===== config.mk =====
export PLATFORM = sky130hd
export DESIGN_NAME = qspi_burst_reader
export DESIGN_NICKNAME = d
export VERILOG_FILES = /design/src/rtl/qsbr_pkg.sv /design/src/rtl/qsbr_tx_shifter.sv /design/src/rtl/qsbr_rx_pack.sv /design/src/rtl/qspi_burst_reader.sv
export SDC_FILE = /design/constraint.sdc
export NUM_CORES = 1
export LEC_CHECK = 0
export ABC_CLOCK_PERIOD_IN_PS = 1800
export BUFFER_PORTS_ARGS = -buffer_cell sky130_fd_sc_hd__buf_2
export CAP_MARGIN = 25
export CORE_MARGIN = 1
export CORE_UTILIZATION = 50
export DETAILED_ROUTE_END_ITERATION = 7
export PLACE_DENSITY = 0.77
export RECOVER_POWER = 50
export SLEW_MARGIN = 40
export SYNTH_ARGS = -nofsm -noshare
export SYNTH_HDL_FRONTEND = slang
export SYNTH_SLANG_ARGS = --single-unit

===== constraint.sdc =====
create_clock -name clk -period 1.8 [get_ports clk]
set_clock_uncertainty 0.05 [all_clocks]
set_input_delay 0.09 -clock clk [delete_from_list [all_inputs] [get_ports clk]]
set_output_delay 0.09 -clock clk [all_outputs]
set_load 0.01 [all_outputs]

===== src/rtl/qsbr_pkg.sv =====
package qsbr_pkg;
    typedef enum logic [2:0] {
        ST_IDLE,
        ST_SEND,
        ST_DUMMY,
        ST_DATA,
        ST_TAIL
    } qsbr_state_t;

    localparam int NIB_BITS  = 4;
    localparam int BYTE_BITS = 8;
endpackage


===== src/rtl/qsbr_tx_shifter.sv =====
module qsbr_tx_shifter #(
    parameter int WORD_W = 32
) (
    input  logic              clk,
    input  logic              rst_n,
    input  logic              load,
    input  logic [WORD_W-1:0] word,
    input  logic              shift,
    output logic [3:0]        nib
);
    logic [WORD_W-1:0] sr;

    always_ff @(posedge clk or negedge rst_n) begin
        if (!rst_n) begin
            sr <= '0;
        end else if (load) begin
            sr <= word;
        end else if (shift) begin
            sr <= {sr[WORD_W-5:0], 4'h0};
        end
    end

    // Most significant nibble leads; lane 3 carries its top bit
    assign nib = sr[WORD_W-1 -: 4];
endmodule


===== src/rtl/qsbr_rx_pack.sv =====
module qsbr_rx_pack (
    input  logic       clk,
    input  logic       rst_n,
    input  logic       clear,
    input  logic       capture,
    input  logic [3:0] nib_in,
    output logic       byte_valid,
    output logic [7:0] byte_data
);
    logic [3:0] hi_q;
    logic       have_hi;

    always_ff @(posedge clk or negedge rst_n) begin
        if (!rst_n) begin
            hi_q       <= '0;
            have_hi    <= 1'b0;
            byte_valid <= 1'b0;
            byte_data  <= '0;
        end else begin
            byte_valid <= 1'b0;
            if (clear) begin
                have_hi <= 1'b0;
            end else if (capture) begin
                if (!have_hi) begin
                    hi_q    <= nib_in;
                    have_hi <= 1'b1;
                end else begin
                    byte_data  <= {hi_q, nib_in};
                    byte_valid <= 1'b1;
                    have_hi    <= 1'b0;
                end
            end
        end
    end
endmodule


===== src/rtl/qspi_burst_reader.sv =====
module qspi_burst_reader #(
    parameter int          ADDR_W  = 24,
    parameter int          CNT_W   = 16,
    parameter int          DUMMY_W = 5,
    parameter logic [7:0]  RD_CMD  = 8'hEB
) (
    input  logic               clk,
    input  logic               rst_n,
    input  logic               start,
    input  logic [ADDR_W-1:0]  addr,
    input  logic [CNT_W-1:0]   nbytes,
    input  logic [DUMMY_W-1:0] dummy_cycles,
    output logic               busy,
    output logic               rd_valid,
    output logic [7:0]         rd_data,
    output logic               cs_n,
    output logic               sck,
    output logic [3:0]         io_out,
    output logic [3:0]         io_oe,
    input  logic [3:0]         io_in
);
    import qsbr_pkg::*;

    localparam int HDR_W    = 8 + ADDR_W;
    localparam int HDR_NIBS = HDR_W / NIB_BITS;
    localparam int NIB_CW   = $clog2(HDR_NIBS);
    localparam logic [NIB_CW-1:0] LAST_NIB = NIB_CW'(HDR_NIBS - 1);

    qsbr_state_t state, state_nx;

    logic               ph;          // registered serial clock level
    logic [NIB_CW-1:0]  nib_cnt;
    logic [DUMMY_W-1:0] dcnt;
    logic [DUMMY_W-1:0] d_cfg;
    logic [CNT_W-1:0]   left;
    logic               tail_cnt;
    logic               active;
    logic               fall;
    logic               rise;
    logic               accept;
    logic               byte_valid;
    logic [7:0]         byte_data;

    assign active = (state == ST_SEND) || (state == ST_DUMMY) || (state == ST_DATA);
    assign fall   = active && ph;
    assign rise   = active && !ph;
    assign accept = (state == ST_IDLE) && start && (nbytes != '0);

    // State register
    always_ff @(posedge clk or negedge rst_n) begin
        if (!rst_n) state <= ST_IDLE;
        else        state <= state_nx;
    end

    // Transitions
    always_comb begin
        state_nx = state;
        unique case (state)
            ST_IDLE:  if (accept) state_nx = ST_SEND;
            ST_SEND:  if (fall && nib_cnt == LAST_NIB)
                          state_nx = (d_cfg == '0) ? ST_DATA : ST_DUMMY;
            ST_DUMMY: if (fall && dcnt == DUMMY_W'(d_cfg - 1'b1))
                          state_nx = ST_DATA;
            ST_DATA:  if (fall && byte_valid && left == CNT_W'(1))
                          state_nx = ST_TAIL;
            ST_TAIL:  if (tail_cnt) state_nx = ST_IDLE;
            default:  state_nx = ST_IDLE;
        endcase
    end

    // Counters and clock phase
    always_ff @(posedge clk or negedge rst_n) begin
        if (!rst_n) begin
            ph       <= 1'b0;
            nib_cnt  <= '0;
            dcnt     <= '0;
            d_cfg    <= '0;
            left     <= '0;
            tail_cnt <= 1'b0;
        end else begin
            ph <= (state_nx == ST_SEND || state_nx == ST_DUMMY || state_nx == ST_DATA)
                  && active ? ~ph : 1'b0;
            if (accept) begin
                nib_cnt  <= '0;
                dcnt     <= '0;
                d_cfg    <= dummy_cycles;
                left     <= nbytes;
                tail_cnt <= 1'b0;
            end else begin
                if (state == ST_SEND && fall)  nib_cnt <= nib_cnt + 1'b1;
                if (state == ST_DUMMY && fall) dcnt <= dcnt + 1'b1;
                if (byte_valid)                left <= left - 1'b1;
                if (state == ST_TAIL)          tail_cnt <= 1'b1;
            end
        end
    end

    qsbr_tx_shifter #(.WORD_W(HDR_W)) u_tx (
        .clk   (clk),
        .rst_n (rst_n),
        .load  (accept),
        .word  ({RD_CMD, addr}),
        .shift (state == ST_SEND && fall),
        .nib   (io_out)
    );

    qsbr_rx_pack u_rx (
        .clk        (clk),
        .rst_n      (rst_n),
        .clear      (accept),
        .capture    (state == ST_DATA && rise),
        .nib_in     (io_in),
        .byte_valid (byte_valid),
        .byte_data  (byte_data)
    );

    // Outputs
    always_comb begin
        busy     = (state != ST_IDLE);
        cs_n     = !active;
        sck      = ph;
        io_oe    = (state == ST_SEND) ? 4'hF : 4'h0;
        rd_valid = byte_valid;
        rd_data  = byte_data;
    end
endmodule


Word-level counts from Yosys, hierarchy flattened
Index checks and enable logic that the tools add are counted.

word-level totals
  bits of input ports = 52
  bits in registers = 80

operators by class
  equality and inequality tests = 10
  bitwise operators = 3
  mux-type cells = 25
  reduce and logical (&&, ||, !) cells = 29
  $add $sub $neg = 4

operators by type and width
  kind                                                                    count
  32-bit 2-to-1 mux                                                       2
  16-bit 2-to-1 mux                                                       2
  3-bit 2-to-1 mux                                                        7
  16-bit by 1-bit equality test with 1-bit output, second input constant  1
  16-bit nonzero test                                                     1
  16-bit by 1-bit subtractor with 16-bit output, second input constant    1
  3-bit case mux with 5 select lines                                      1
  3-bit by 2-bit equality test with 1-bit output, second input constant   4
  1-bit logical AND                                                       12
  1-bit 2-to-1 mux                                                        10
  5-bit 2-to-1 mux                                                        2
  2-bit nonzero test                                                      5
  3-bit by 1-bit equality test with 1-bit output, second input constant   2
  3-bit equality test, second input constant                              2
  3-bit AND reduction                                                     2
  5-bit by 1-bit adder with 5-bit output, second input constant           1
  5-bit equality test                                                     1
  5-bit zero test                                                         1
  5-bit by 1-bit subtractor with 5-bit output, second input constant      1
  1-bit logical OR                                                        4
  4-bit 2-to-1 mux                                                        1
  3-bit by 1-bit adder with 3-bit output, second input constant           1
  3-bit zero test                                                         1
  1-bit NOT                                                               3
  other kinds (2)                                                         3

Longest topological paths before layout
Gate-level depths: netlist (run 1).

  word-level depth = 13
  gate-level depth with buffers = 9

Modules after synthesis
From an unflattened synthesis (run 1), not the netlist that was laid out.

unflattened totals
  cells, all modules = 380
  area total of the unflattened synthesis = 4,006.3 um2

by module, submodules not included
  module             area an instance (um2)  instances  cells an instance
  qspi_burst_reader  1,944.4                 1          206
  qsbr_tx_shifter    1,521.5                 1          143
  qsbr_rx_pack       540.5                   1          31

Least setup slack after synthesis (run 1)
Ideal clock, no wire load.

  path type = register -> register
  start = register left[2]
  end = register left[11]
  library setup time = 0.125 ns
  cell stages (with the launch flop) = 5
  arrival time = 1.605 ns
  data required time = 1.625 ns
  path slack = 0.020 ns
  cell sequence = dfrtp_1 nor4_1 nand4b_1 xnor2_1 mux2_2

between the ends
  word-level cells in the longest chain between the ends = 3

RTL lines
  element                                        line                     RTL
  from (decl)                                    qspi_burst_reader.sv:35  logic [CNT_W-1:0] left;
  from (signal assigned)                         qspi_burst_reader.sv:87  left <= nbytes;
  from (signal assigned)                         qspi_burst_reader.sv:92  if (byte_valid) left <= left - 1'b1;
  16-bit by 1-bit subtractor with 16-bit output  qspi_burst_reader.sv:92
  16-bit 2-to-1 mux                              qspi_burst_reader.sv:92
  16-bit 2-to-1 mux                              qspi_burst_reader.sv:83  if (accept) begin

No other way between the ends. The select of a mux whose other input is x is not followed.
A chain may end at the register's enable or synchronous reset.

Worst setup path after layout (run 1)
  start = register left[5]
  end = register left[15]

The elaborated chain is that of the path after synthesis.

==> results of run 1 <==
==> cells by family after synthesis <==
logic type,Yosys count
AO/OA/AOI/OAI,53
XOR/XNOR,26
adder cells (fa/ha/maj),6
buffers and inverters,37
flip-flops,80
multiplexers,27
AND/OR/NAND/NOR,133
==> sequential cells by signal (all words and copies together) (netlist names) <==
signal and count:
u_rx.byte_valid 1, u_rx.byte_data 8, u_rx.have_hi 1, tail_cnt 1
state 3, sck 1, d_cfg 5, left 16
nib_cnt 3, u_rx.hi_q 4, dcnt 5, u_tx.sr 32
==> worst paths after layout <==
check / start / end / depth (start not counted)
min reg2reg: tail_cnt / state[2] / 1
max in group asynchronous: rst_n / left[0] / 2
min: nbytes[11] / left[11] / 3
min in group asynchronous: rst_n / left[10] / 2
max reg2reg: left[5] / left[15] / 4
max: left[5] / left[15] / 4
==> metrics by stage <==
| stage | power, mW | setup slack [ps] | hold slack, ps |
|---|---|---|---|
| after global placement | 1.99 | 44.1 | 90.8 |
| after detailed placement | 1.99 | -0.203 | 88.6 |
| after floorplan | 1.87 | 19.9 | -256 |
| after CTS | 3.39 | 18.9 | 14.1 |
| after global routing | 3.48 | -22.1 | 44.0 |
| final | 3.36 | 41.1 | 21.7 |
==> worst max-delay path, stage by stage (launching register included) <==
cell     delay (ps)
dfrtp_1         400
or4_4           610
nor3_4          300
nand4_1         130
a31oi_1         190
==> power groups by stage <==
stage | Combinational [mW] | Sequential [mW] | Clock, mW
after floorplan | 0.0149 | 1.86 | 0
after global placement | 0.135 | 1.85 | 0
after detailed placement | 0.136 | 1.85 | 0
after CTS | 0.214 | 1.82 | 1.36
after global routing | 0.234 | 1.82 | 1.43
final | 0.213 | 1.82 | 1.33
==> cell type report <==
| class | count | share of cell area, % |
|---|---|---|
| timing repair buffer | 155 | 21.3 |
| inverter | 8 | 0.571 |
| sequential | 80 | 38.1 |
| multi-input combinational | 245 | 33.8 |
| tap | 102 | 2.43 |
| clock inverter | 6 | 1.29 |
| clock buffer | 10 | 2.43 |
==> what timing repair did <==
item,4_1_cts,5_1_grt
pin swaps,0,2
buffers inserted,0,1
setup endpoints to repair,4,28
endpoints found under the hold margin,95,0
resized for setup,1,8
hold buffers,47,0
==> layer usage <==
layer,GRT usage [%],up-vias,share of wire [%]
li1,-,1577,-
met1,32.7,1646,43
met2,39.0,91,50
met3,3.70,25,4.0
met4,12.7,0,2.6
met5,0,-,0
==> cell usage in the layout, fill, tap and decap left out, types with 8 or more instances in the layout <==
cell            n
inv_1           8
a21oi_1         8
xnor2_1        18
mux2_2         22
xor2_1          8
dfrtp_1        79
nand4_1         9
nor2_1         12
buf_2          61
clkbuf_8        9
and3_1         18
buf_4          34
nand3_1        24
dlygate4sd3_1  47
o21ai_0        17
clkbuf_1       10
a221o_1        16
nand2_1        30
==> results list, run 1 <==
* Mapped Cells: 362
- The number of nets handed over by synthesis was between 400 and 500.
* Startpoint-to-endpoint class of the critical path: register to register
- Nature of the critical path startpoint: register
- The detailed router placed ~3,300 vias in this run.
- After clock tree synthesis, the clock-pin slew on the worst setup and hold paths is 90 ps.
- Derived from the worst setup path, the maximum achievable clock frequency is approximately 570 MHz.
* Final cell count without fillers: between 600 and 700
* R2r setup slk: roughly 41 ps
- Summing the areas of all compound-gate instances in the mapped netlist gives 9.61% of the synthesized area.
- Post-synth EDFFs: 0
* CTS tree: done
* Placeable core region: ~0.0077 mm2
- Cell area after placement: about 0.0046 mm2
- The multi-input combinational cells in the finished layout cover a total of 0.00178 mm2.
* Number of antenna violations at the first check in global routing: 0
- Summed over all instances, the cell type with the most area after synthesis is dfrtp_1.
* Total of warnings raised by yosys: 0
- Layout Area Growth over Synthesis: 33.2%
* Die Span Y: 90.8 um
- The total overflow left after global routing is 0.
- After detailed routing, the number of vias per cell comes to between 5 and 6.
- For the finished layout, the period the worst path requires is ~1800 ps.
- The worst path uses between 90% and 100% of the clock period.
* Leading cell type by number of instances after synthesis: dfrtp_1
- Summed over all cells, the static leakage comes to 2.43 nW.
- Result of the run: finished, final reports clean
- After filler insertion, the fill cell instance count of the layout stands at roughly 610.
- Of all nets on the critical path, the largest fanout is 4.
* WL/cell: between 15 and 20 um
- After synthesis, the share of flip-flops with an asynchronous set or reset is 100%.
* Sequential fraction of design power: a little over half
- ANT cells: 0
- Including well taps, the total number of placed cells is ~540.
- The detail route stage leaves a number of antenna-violating nets equal to 0.
- Wire length of the first global-routing pass: approximately 16,000 um
- Across the run, the number of max-cap violations was 0.
- 72 I/O pins were placed.
* Max-slew violation count: 0
- At the worst endpoint, the arrival time is around 2000 ps.
* Number of I/O port buffers: 71
- H-tree Lvls: 3
- The sequential cells in the finished layout cover a total of 0.00200 mm2.
- Power spread over the standard cell area amounts to between 600 and 700 mW/mm2.
- In the routed design, unresolved DRC markers number 0.
* Data required time of the critical path: 2030 ps
- Of the total synthesized cell area, the portion taken by XOR and XNOR cells is 5.77%.
* Proportion of power drawn by combinational gates: under 10%
- By area the synthesized netlist is led by dfrtp_1 (51%), mux2_2 (6.3%), a221o_1 (4.1%), xnor2_1 (4.0%), nand3_1 (3.0%).
- Per report_power, the clock group accounts for 39.6% of the total.
* Finished Cell Area: ~0.0053 mm2
- The synthesized netlist devotes between 10% and 20% of its cell area to simple gates.
- Mapped Avg Cell Area: between 10 and 15 um2
- Synthesized cell area: between 0.003 and 0.004 mm2
- Number of endpoints failing setup at the final stage: 0
* Multiplexer area fraction after synthesis: about 7.5%
- Via count of the first global-routing pass: 3,357
* Slew at the pin with the worst max-slew slack: around 1200 ps
* Final net count: ~560
- In this run the clock root is driven by a clkbuf_8.
- Number of rows in the core area: 32
* Adder-cell share of the synthesized area: approximately 1.9%
- GRT Overall Usage: roughly 25%
* CTS Buf Count: 9
- Synth unique cells: 50
* Chip Width: approximately 91 um
- STA classifies the critical path endpoint as a register.
* Maximum clock path buffer count: 2
* Main combinational cell family by area after synthesis: simple AND/OR/NAND/NOR gates
- Largest net degree at the start of global routing: 47
- Sequential area share after synthesis: 50.7%
- Max-Slew Margin vs Limit: roughly 20%
- Ranked by instance count, the synthesized netlist is headed by dfrtp_1 (80), nand2_1 (32), nand3_1 (24).
- Final core utilization: between 60 and 70%
* Initial standard-cell utilization of the core: between 50% and 60%
- The internal portion of the total power is 2.58 mW.
- Wirelength, routed: 9540 um
* Layout cell share with drive strength beyond 1: a little under a third
- Clock latency on the worst-skew pair: between 300 and 400 ps
* Detailed placer's ending HPWL: about 6200 um
- Worst-case vdd ir drop: just under 0.7 mV
* Num Clock Sinks: 80
* Routability-driven placement congestion ratio: 0.863
* Switching part of the total: between 20% and 30%
- In this run, synthesis produced a sequential element count of 80.
- Before antenna repair, the detailed router went through 4 iterations.
- The die covers 0.00825 mm2.
- Setup TNS: 0 ps
- The analysis attributes to net switching a power of just under 800 uW.
- Fraction of synthesized cell area taken by the top area cell type: about 50%
- Leading register cell type out of synthesis: dfrtp_1
- Hold WC Path Type: input port to register
- The final hold violation count came to 0.
* Initial detailed-routing violation count: between 300 and 400
Note: power is estimated with default switching activity, not from simulation.
==> run 2: changes to the inputs <==
==> constraint.sdc (replaced) <==
create_clock -name clk -period 1.8 [get_ports clk]
set_clock_uncertainty 0.05 [all_clocks]
set_input_delay 0.27 -clock clk [delete_from_list [all_inputs] [get_ports clk]]
set_output_delay 0.27 -clock clk [all_outputs]
set_load 0.01 [all_outputs]
==> run 2 against run 1 <==
Sequential power hardly changed. Core utilization is 4.9 points lower. Total power grew 5.8%. Critical endpoint is now io_oe[1].
==> results list, run 2 (same netlist as run 1, synthesis figures left out) <==
* CP peak stage delay: 400 ps (-210 ps)
- The biggest fanout along the worst timing path came to 6 (+2).
* Largest regs: u_tx.sr (32), left (16), u_rx.byte_data (8)
* Layout Area Growth over Synthesis: 23.7%
* Cell Chain, Critical Path: buf_4, nor3b_4, buf_6, buf_2
- Commonest non-fill, non-tap cell in the layout: dfrtp_1
- The final critical-path required period came to 1750 ps (-11.5 ps).
* Layout cell share with drive strength beyond 1: 35.6% (+5.1 points)
* ANT cells: 0 (unchanged)
- Count of cells along the worst hold path: 2 (-1)
- H-tree Lvls: 3 (unchanged)
- WL/cell: 15.8 um (+0.56%)
- Number of I/O port buffers: 71 (unchanged)
- Number of maximum-capacitance violations: 0 (unchanged)
- The clock sink total was 80 (unchanged).
- The total power after layout came to 3.55 mW (+5.8%).
- The placed wire-length estimate came to 6190 um (+0.53%).
- # DRC: 0 (unchanged)
- The slowest stage of the critical path is the dfrtp_1 cell.
- Number of endpoints failing setup at the final stage: 0 (unchanged)
- The placeable core region is 0.00769 mm2 (unchanged).
* Hold WC Path Type: input port to register
- Largest net degree at the start of global routing: 47 (unchanged)
- Final global-route overflow total: 0 (unchanged)
* Top register by number of flip-flops: u_tx.sr
- The number of flip-flops under the largest register name came to 32 (unchanged).
- STA classifies the critical path endpoint as an output pin.
- Switching part of the total: 21.4% (-1.8 points)
* GRT Overall Usage: 23.3% (-1.3 points)
* Startpoint-to-endpoint class of the critical path: register to output pin
* Data required time of the critical path: 1480 ps (-550 ps)
* Number of antenna violations at the first check in global routing: 0 (unchanged)
* Internal power of the cells: 2.79 mW (+8.2%)
* Number of inserted filler cells in the final layout: 652 (+7.2%)
- The root buffer cell chosen for the clock tree is clkbuf_8.
* Slew at the pin with the worst max-slew slack: 899 ps (-294 ps)
- The effective utilization at floorplan is 51.3% (unchanged).
- CTS Buf Count: 9 (unchanged)
- The number of global-route vias before repair was 3,147 (-6.3%).
- Leakage Power: 2.31 nW (-5.0%)
- Pwr dens: 728 mW/mm2 (+14%)
- Max-slew violation count: 0 (unchanged)
- Crit path DAT: 1430 ps (-560 ps)
- The antenna violation net count after detailed routing came to 0 (unchanged).
- The source-to-sink clock delay at the later pin of the worst-skew pair was 350 ps (about the same).
* First-pass detailed-route iteration total: 8 (+4)
- Worst-case vdd ir drop: 0.658 mV (-2.5%)
- The final hold violation count is 0 (unchanged).
* Final core utilization: 63.5% (-4.9 points)
- Wirelength, routed: 8940 um (-6.2%)
- The part of the total power dissipated in sequential elements was 51.1% (-2.9 points).
- The count of pins on the block boundary is 72 (unchanged).
- Crit share post-route: 97.1% (-0.64 points)
* Max-Slew Margin vs Limit: 40.0% (+20 points)
- Setup repair after global routing could not meet its margin everywhere.
- The floorplan row count is 32 (unchanged).
* Leading cell types in the layout, fill and taps excluded: dfrtp_1 (79), buf_2 (68), buf_4 (35)
- TritonCTS built the clock tree.
- Nature of the critical path startpoint: register
- The via count normalized by instance count came to 5.64 (+2.3%).
* Cell depth of the worst flop-to-flop path: 4 (unchanged)
* Initial detailed-routing violation count: 208 (-38%)
* P_sw: 759 uW (-2.3%)
- Die Span Y: 90.8 um (unchanged)
- Maximum clock path buffer count: 2 (unchanged)
- The clock-pin slew on the worst setup and hold paths was 90 ps (about the same).
* Final net count: 516 (-7.4%)
- The number of vias in the routed layout was 3,186 (-4.6%).
- The die outline area is 0.00825 mm2 (unchanged).
- The first-pass GRT wire length is 15,200 um (-5.0%).
* Result of the run: finished, final reports clean
- The maximum operating frequency came to 572 MHz (+0.66%).
- The final weighted congestion in routability-driven placement was 0.868 (+0.53%).
- Chip Width: 90.8 um (unchanged)
* Proportion of power drawn by combinational gates: 3.8% (-2.5 points)
- Clock network fraction of total power: 45.1% (+5.5 points)
-- run 2: changes by cell type in the layout (fill, tap and decap cells not counted), moves of 2 or more --
cell           change
clkbuf_1           -7
buf_2              +7
buf_6              +4
clkinvlp_4         -2
dlygate4sd3_1     -46
bufinv_16          +2
-- run 2: area by class of cell --
| type | instances | area, um2 | area share [%] |
|---|---|---|---|
| sequential | 80 | 2000 | 41.0 |
| timing repair buffer | 114 | 706 | 14.5 |
| clock inverter | 7 | 118 | 2.41 |
| tap | 102 | 128 | 2.61 |
| clock buffer | 9 | 124 | 2.54 |
| inverter | 8 | 30.0 | 0.615 |
| multi-input combinational | 245 | 1770 | 36.3 |
-- run 2: path summary, 6_finish.rpt --
| check | from | to | slack, ps |
|---|---|---|---|
| worst min register to register | tail_cnt | state[2] | 410 |
| worst min-delay path | addr[15] | u_tx.sr[15] | 90 |
| min in group asynchronous | rst_n | left[3] | 520 |
| worst max register to register | state[0] | d_cfg[2] | 60 |
| worst max-delay path | state[1] | io_oe[1] | 50 |
| max in group asynchronous | rst_n | state[2] | 260 |
-- run 2: stage by stage --
stage,hold slack (ps),cell area (um2),setup slack [ps],instances,TNS (ps)
after CTS,79.8,4840,3.97,561,0
after floorplan,-75.6,3950,19.9,362,0
after global routing,81.5,4880,-6.42,565,-22.5
final,91.8,4880,52.6,565,0
after global placement,206,4550,-54.7,541,-874
after detailed placement,212,4550,-98.1,541,-1860
-- run 2: worst max-delay path, delay by kind of cell (launching register included) --
kind | cells | cell delay, ps
flip-flops | 1 | 400
buffers and inverters | 3 | 460
AND/OR/NAND/NOR | 1 | 230
-- run 2: metal layers --
metal,track usage (%),share of wire (%),wire (um),vias to the layer above
li1,-,-,-,1496
met1,30.1,44,3950,1571
met2,38.5,49,4390,102
met3,5.64,4.8,426,17
met4,7.54,2.0,175,0
met5,0,0,0,-
-- run 2: power by group through the flow --
stage          Clock, mW  Combinational (mW)  Sequential (mW)
6_report            1.60               0.135             1.82
5_1_grt             1.72               0.152             1.82
4_1_cts             1.63               0.142             1.82
3_5_place_dp           0               0.140             1.85
3_3_place_gp           0               0.138             1.85
2_1_floorplan          0              0.0149             1.86
-- run 2: repair_timing --
| item | in CTS | in global routing |
|---|---|---|
| gates cloned | 1 | 0 |
| hold buffers | 1 | 0 |
| resized for setup | 3 | 9 |
| endpoints found under the setup margin | 5 | 60 |
| buffers inserted | 2 | 4 |
| hold endpoints to repair | 34 | 0 |
| pin swaps | 0 | 3 |
